`src/rtl/pxlat_pkg.sv`:
```
package pxlat_pkg;
  typedef enum logic [1:0] {
    PORT_INDEX  = 2'd0,
    PORT_DATA   = 2'd1,
    PORT_SELECT = 2'd2,
    PORT_SPARE  = 2'd3
  } io_port_e;

  localparam int DIR_READ  = 0;
  localparam int DIR_WRITE = 1;
endpackage

```
`src/rtl/pxlat_ctrl.sv`:
```
module pxlat_ctrl
  import pxlat_pkg::*;
#(
  parameter int SETS      = 4,
  parameter int PAGE_BITS = 4,
  parameter int PPN_W     = 8,
  localparam int SET_W    = $clog2(SETS),
  localparam int IDX_W    = SET_W + 1 + PAGE_BITS
) (
  input  logic                 clk,
  input  logic                 rst_n,
  input  logic                 io_wr,
  input  logic [1:0]           io_addr,
  input  logic [PPN_W-1:0]     io_data,
  output logic                 ent_we,
  output logic [SET_W-1:0]     ent_set,
  output logic                 ent_dir,
  output logic [PAGE_BITS-1:0] ent_page,
  output logic [PPN_W-1:0]     ent_data,
  output logic [SET_W-1:0]     act_set,
  output logic [IDX_W-1:0]     idx_q
);
  io_port_e port;
  logic     hit_index, hit_data, hit_select;

  always_comb begin
    port       = io_port_e'(io_addr);
    hit_index  = io_wr && (port == PORT_INDEX);
    hit_data   = io_wr && (port == PORT_DATA);
    hit_select = io_wr && (port == PORT_SELECT);
  end

  always_ff @(posedge clk) begin
    if (!rst_n) begin
      idx_q   <= '0;
      act_set <= '0;
    end else begin
      if (hit_index)      idx_q <= io_data[IDX_W-1:0];
      else if (hit_data)  idx_q <= idx_q + 1'b1;
      if (hit_select)     act_set <= io_data[SET_W-1:0];
    end
  end

  assign ent_we   = hit_data;
  assign ent_set  = idx_q[IDX_W-1 -: SET_W];
  assign ent_dir  = idx_q[PAGE_BITS];
  assign ent_page = idx_q[PAGE_BITS-1:0];
  assign ent_data = io_data;
endmodule

```
`src/rtl/pxlat_tables.sv`:
```
module pxlat_tables #(
  parameter int SETS      = 4,
  parameter int PAGE_BITS = 4,
  parameter int PPN_W     = 8,
  localparam int SET_W    = $clog2(SETS),
  localparam int PAGES    = 1 << PAGE_BITS
) (
  input  logic                 clk,
  input  logic                 rst_n,
  input  logic                 ent_we,
  input  logic [SET_W-1:0]     ent_set,
  input  logic                 ent_dir,
  input  logic [PAGE_BITS-1:0] ent_page,
  input  logic [PPN_W-1:0]     ent_data,
  input  logic [SET_W-1:0]     look_set,
  input  logic                 look_dir,
  input  logic [PAGE_BITS-1:0] look_page,
  output logic [PPN_W-1:0]     look_ppn
);
  logic [PPN_W-1:0] ent [SETS][2][PAGES];

  for (genvar s = 0; s < SETS; s++) begin : g_set
    for (genvar d = 0; d < 2; d++) begin : g_dir
      for (genvar p = 0; p < PAGES; p++) begin : g_page
        logic sel;
        assign sel = ent_we && (ent_set == SET_W'(s)) &&
                     (ent_dir == 1'(d)) && (ent_page == PAGE_BITS'(p));
        always_ff @(posedge clk) begin
          if (!rst_n)   ent[s][d][p] <= PPN_W'(p);
          else if (sel) ent[s][d][p] <= ent_data;
        end
      end
    end
  end

  always_comb look_ppn = ent[look_set][look_dir][look_page];
endmodule

```
`src/rtl/pxlat_unit.sv`:
```
module pxlat_unit
  import pxlat_pkg::*;
#(
  parameter int SETS      = 4,
  parameter int PAGE_BITS = 4,
  parameter int OFF_BITS  = 12,
  parameter int PPN_W     = 8,
  localparam int VA_W     = PAGE_BITS + OFF_BITS,
  localparam int PA_W     = PPN_W + OFF_BITS,
  localparam int SET_W    = $clog2(SETS),
  localparam int IDX_W    = SET_W + 1 + PAGE_BITS
) (
  input  logic             clk,
  input  logic             rst_n,
  input  logic [VA_W-1:0]  cpu_addr,
  input  logic             cpu_rd,
  input  logic             cpu_wr,
  input  logic             io_wr,
  input  logic [1:0]       io_addr,
  input  logic [PPN_W-1:0] io_data,
  output logic [PA_W-1:0]  phys_addr,
  output logic             phys_valid
);
  logic                 ent_we, ent_dir;
  logic [SET_W-1:0]     ent_set, act_set;
  logic [PAGE_BITS-1:0] ent_page;
  logic [PPN_W-1:0]     ent_data, look_ppn;
  logic [IDX_W-1:0]     idx_q;
  logic                 look_dir;

  pxlat_ctrl #(.SETS(SETS), .PAGE_BITS(PAGE_BITS), .PPN_W(PPN_W)) u_ctrl (
    .clk(clk), .rst_n(rst_n), .io_wr(io_wr), .io_addr(io_addr), .io_data(io_data),
    .ent_we(ent_we), .ent_set(ent_set), .ent_dir(ent_dir), .ent_page(ent_page),
    .ent_data(ent_data), .act_set(act_set), .idx_q(idx_q)
  );

  assign look_dir = cpu_wr ? 1'(DIR_WRITE) : 1'(DIR_READ);

  pxlat_tables #(.SETS(SETS), .PAGE_BITS(PAGE_BITS), .PPN_W(PPN_W)) u_tab (
    .clk(clk), .rst_n(rst_n), .ent_we(ent_we), .ent_set(ent_set), .ent_dir(ent_dir),
    .ent_page(ent_page), .ent_data(ent_data), .look_set(act_set), .look_dir(look_dir),
    .look_page(cpu_addr[VA_W-1 -: PAGE_BITS]), .look_ppn(look_ppn)
  );

  assign phys_addr  = {look_ppn, cpu_addr[OFF_BITS-1:0]};
  assign phys_valid = cpu_rd | cpu_wr;
endmodule

```
`config.mk`:
```
export PLATFORM = sky130hd
export DESIGN_NAME = pxlat_unit
export DESIGN_NICKNAME = d
export VERILOG_FILES = /design/src/rtl/pxlat_pkg.sv /design/src/rtl/pxlat_ctrl.sv /design/src/rtl/pxlat_tables.sv /design/src/rtl/pxlat_unit.sv
export SDC_FILE = /design/constraint.sdc
export NUM_CORES = 2
export LEC_CHECK = 0
export BUFFER_PORTS_ARGS = -buffer_cell sky130_fd_sc_hd__buf_2
export CAP_MARGIN = 20
export CORE_ASPECT_RATIO = 1.1
export CORE_MARGIN = 2
export CORE_UTILIZATION = 57
export CTS_CLUSTER_SIZE = 8
export DETAILED_ROUTE_END_ITERATION = 8
export GPL_TIMING_DRIVEN = 1
export PLACE_DENSITY = 0.73
export SETUP_SLACK_MARGIN = 0.02
export SYNTH_ARGS = -nofsm -noshare
export SYNTH_HDL_FRONTEND = slang
export SYNTH_SLANG_ARGS = --single-unit
```
`constraint.sdc`:
```
create_clock -name clk -period 5.2 [get_ports clk]
set_input_delay 1.04 -clock clk [delete_from_list [all_inputs] [get_ports clk]]
set_output_delay 1.04 -clock clk [all_outputs]
set_load 0.05 [all_outputs]
```
# Yosys cells after proc, flatten, opt, wreduce, memory -nomap -nowiden
# Memories as Yosys holds them, arrays and structs flattened. A register that Yosys moved wholly into a read port is not among the register bits.
# Cells that the tools add are included.
# op_classes
addsub	1
muxes	524
bitwise	132
n_lt_le_gt_ge	2
eq_ne	20
n_reduce_logical	147
# ops
op	count
$mux 8	130
$mux 1	386
$mux 128	3
$logic_and 1x1->1	143
$or 1x1->1	129
$bmux 8 s4	1
$eq 4x4->1 const B	8
$eq 4x3->1 const B	4
$mux 7	2
$eq 4x2->1 const B	2
$add 7x1->7 const B	1
$eq 2x2->1 const B	3
$ge 5x5->1 const B	1
$not 4->5	1
$eq 2x1->1 const B	2
$eq 4x1->1 const B	1
$logic_not 2->1	2
$logic_not 4->1	1
$mux 2	2
$ge 2x2->1 const B	1
$not 1->2	1
$reduce_bool 2->1	1
$not 1->1	1
# word_totals
elab_cells	829
inputBits	31
out_inout_bits	21
memories	1
ff_bits	9
ram_bits	1024
# mem_list
memory	words	word_bits	rd	rd_clocked_by_memory_dff	write_ports	line_no	text
u_tab.ent	4	256	1	1	4	pxlat_tables.sv:20	logic [PPN_W-1:0] ent [SETS][2][PAGES];

# Longest topological paths before layout
# logic_depth
word_depth	9
mapped_depth	8
ltp_nobuf	5

# Hierarchy
# From an unflattened synthesis, not the netlist that was laid out.
# hier_totals
cells_unflattened	3115
hier_area_um2	48432.7
# modules_own_cells
module	cells_each	instances	seq_area_each_um2	area_per_inst_um2
pxlat_tables	3028	1	30749.5	47714.5
pxlat_ctrl	74	1	180.2	621.8
pxlat_unit	13	1	0.0	96.3

# Worst setup path before layout
# OpenSTA, ideal clock, no wires.
# synth_path
path_kind	input to output
from	in cpu_wr
to	out phys_addr[12]
arrival_time_ps	3514
path_slack_ps	646
cell_stages	7
t_required_ps	4160
n_path_buf	3
cell_sequence	clkbuf_1 -> clkbuf_1 -> clkbuf_1 -> mux4_2 -> mux4_2 -> mux4_2 -> mux2_2
# synth_between
elab_chain_cells	8
# synth_rtl
element	line_no	text
start: declaration	pxlat_unit.sv:17	input logic cpu_wr,
$mux 1	pxlat_unit.sv:37	assign look_dir = cpu_wr ? 1'(DIR_WRITE) : 1'(DIR_READ);
$not 1->2 (implied by the code)	pxlat_tables.sv:36	always_comb look_ppn = ent[look_set][look_dir][look_page];
$mux 128 (implied by the code) (3 in a row)	pxlat_tables.sv:36	
$bmux 8 s4	pxlat_tables.sv:36	
$mux 8 (implied by the code) (2 in a row)	pxlat_tables.sv:36	
end: declaration	pxlat_unit.sv:21	output logic [PA_W-1:0] phys_addr,
# Every way passes these cells. The select of a mux whose other input is x is not followed.

==> metrics.yaml <==
status: "complete, no violations"
numCtsBuffers: 147
syn_inst: 3106
routed-via-count: 29838
min_path_type: "reg -> reg"
grt_pass1_vias: 29628
worst_pin_slew_ns: 1.096
crit_arrival_ns: 4.04
tritoncts: "done"
fillers: 5535
cp_slowest_cell: "dfxtp_4"
synthArstFlopShare: 0
setup_violations: 0
cts_hold_buf: 0
synth_compound_area_frac: 0.01571
swShare: 0.2216
fin_skew_ns: 0.02964
dr.pass1.iters: 6
grt_max_degree: 83
drc: 0
post_cts_buffers: 1
fmax_mhz: 196.8
p_clk_frac: 0.441
finalHoldViolCount: 0
placed_cell_area_mm2: 0.04954
cts_root_buf: "clkbuf_16"
synth_adder_area_share: 0.001046
yosys_warnings: 0
final_layout_size_suffix_gt1_frac: 0.2519
worstSetupPathType: "reg -> out"
overflow: 0
crit_top_cell: "mux4_2"
via_per_inst: 7.159
powerDensity_mw_per_mm2: 354.4
wl_um: 133200
ys_seq_area_frac: 0.6471
dieArea_mm2: 0.08630
yosys_register_bits: 1035
path_cells: "buf_12 -> buf_12 -> mux4_2 -> mux4_2 -> mux4_2 -> mux2_2 -> buf_2"
synth_nets: 3141
ir_drop_uv: 264.3
power_switching_uw: 4220
area_growth_pct: 12.26
pwr-share-seq: 0.497
avgSynthCellArea_um2: 15.41
period_needed_ns: 5.082
postRouteAntennaNets: 0
chipWidth_um: 280.3
insertion_delay_ns: 0.75
synth_xor_area_frac: 0
grt_setup_unrepaired: "no"
cts.sinks: 1035
gp_congestion: 0.8660
final_cell_mix: "edfxtp_1 (1024), and3_1 (572), mux4_2 (336)"
cpLargestDelayFamily: "multiplexers"
boundaryPins: 52
max_slew_margin: 0.2675
tns_ns: 0
start_kind: "flip-flop"
synth_cell_type_count: 35
timing.final.crit_share: 0.9773
final_common_cell: "edfxtp_1"
dp_hpwl_um: 80660
slowest_delay_ns: 0.64
die_y_um: 307.9
postCtsResizedCells: 0
dpl_worst_slack_ns: 0.5164
combPwrFrac: 0.062
clkTransAtPathRegs_ns: 0.05
drv_slew: 0
drt_iter0_drc: 4818
htree_levels: 4
antenna_found_initial: 5
fin_nets: 3096
avgRoutedWirePerCell_um: 31.95
p_leak_uw: 0.01885
synth_ff_type: "edfxtp_1"
numPortBuffers: 27
critPathRequiredTime_ns: 4.16
start_util: 0.5753
synthSimpleGateAreaFrac: 0.1374
setup_ws_ns: 0.1183
critPathBufInv: 3
final_design_area_no_fill_mm2: 0.05373
p_int_uw: 14820
cp_max_fo: 14
syn-cell-area_mm2: 0.04786
num_rows: 111
drv_cap: 0
muxShareOfSynthArea: 0.1606
end_kind: "output port"
design.core.area_mm2: 0.08319
cts.path.max_buffers: 3
grt_pass1_wl_um: 195500
synth_edf_count: 1024
groute.usage.overall: 0.3129
synth_top_family_by_area: "multiplexers"
## layer usage
| layer | up-vias | wire (um) | GRT usage |
|---|---|---|---|
| met1 | 15205 | 46170 | 0.4044 |
| met2 | 2109 | 65550 | 0.5035 |
| met3 | 368 | 15620 | 0.08022 |
| met5 | - | 13 | 0 |
| met4 | 2 | 5826 | 0.1423 |
| li1 | 12154 | - | - |
## power groups by stage
stage | Sequential (uW) | Combinational (uW) | Clock (uW)
final | 9460 | 1190 | 8390
after global routing | 9460 | 1230 | 8760
after CTS | 9460 | 1160 | 8430
after detailed placement | 9610 | 1150 | 0
after global placement | 9600 | 1120 | 0
after floorplan | 9560 | 742 | 0
## cells in the mapped netlist, drive strengths merged (15+ instances only)
library cell	n	area share
o21ai	133	0.014
clkbuf	397	0.031
mux4	336	0.16
edfxtp	1024	0.64
nor3	194	0.020
and3	572	0.075
nor2	15	0.0012
and2	23	0.0030
or3	184	0.024
nand2	27	0.0021
nand2b	15	0.0020
buf	50	0.0065
nand3	72	0.0075
## cells by family (layout without fill, tap and decap cells)
kind of cell | count (synthesis) | count (layout)
buf+inv | 453 | 439
other cells | 0 | 3
compound gates | 147 | 147
simple gates | 1120 | 1120
flops | 1035 | 1035
mux | 347 | 347
fa+ha+maj | 4 | 4
## final timing paths
kind | start | end | slack, ns | cells after the start
setup reg to reg | u_ctrl.idx_q[2] | u_tab.ent[1][65] | 1.79 | 4
setup / recovery | flip-flop | phys_addr[12] | 0.12 | 7
hold / removal | u_ctrl.act_set[0] | flip-flop | 0.53 | 2
hold reg to reg | u_ctrl.act_set[0] | flip-flop | 0.53 | 2
## worst min-delay path, delay by kind of cell (launching register included)
kind | cells | cell delay (ns)
flops | 1 | 0.29
simple gates | 1 | 0.07
mux | 1 | 0.12
## per-stage QoR
stage | power (uW) | std cells | hold slack, ns | utilization
floorplan | 10300 | 3106 | 0.4673 | -
global placement | 10720 | 3952 | 0.4819 | 0.5939
detailed placement | 10760 | 3967 | 0.5155 | 0.5955
CTS | 19040 | 4148 | 0.5259 | 0.6427
global route | 19450 | 4165 | 0.5520 | 0.6457
finish | 19040 | 4168 | 0.5260 | 0.6458
## cell type report
type	instances	area (um^2)	share of cell area
Sequential cell	1035	30980	0.5766
Multi-Input combinational cell	1618	15150	0.2820
Clock buffer	166	3750	0.06980
Timing Repair Buffer	253	2320	0.04318
Tap cell	1073	1343	0.02499
Clock inverter	14	150.1	0.002795
Inverter	6	27.53	0.0005123
Antenna cell	3	7.507	0.0001397
## state kept, by name (all words and copies together) (netlist names), named ones only
register,count
u_ctrl.act_set,2
u_ctrl.idx_q,7
u_tab.ent,1024
Power figures use the tool's default switching activity.
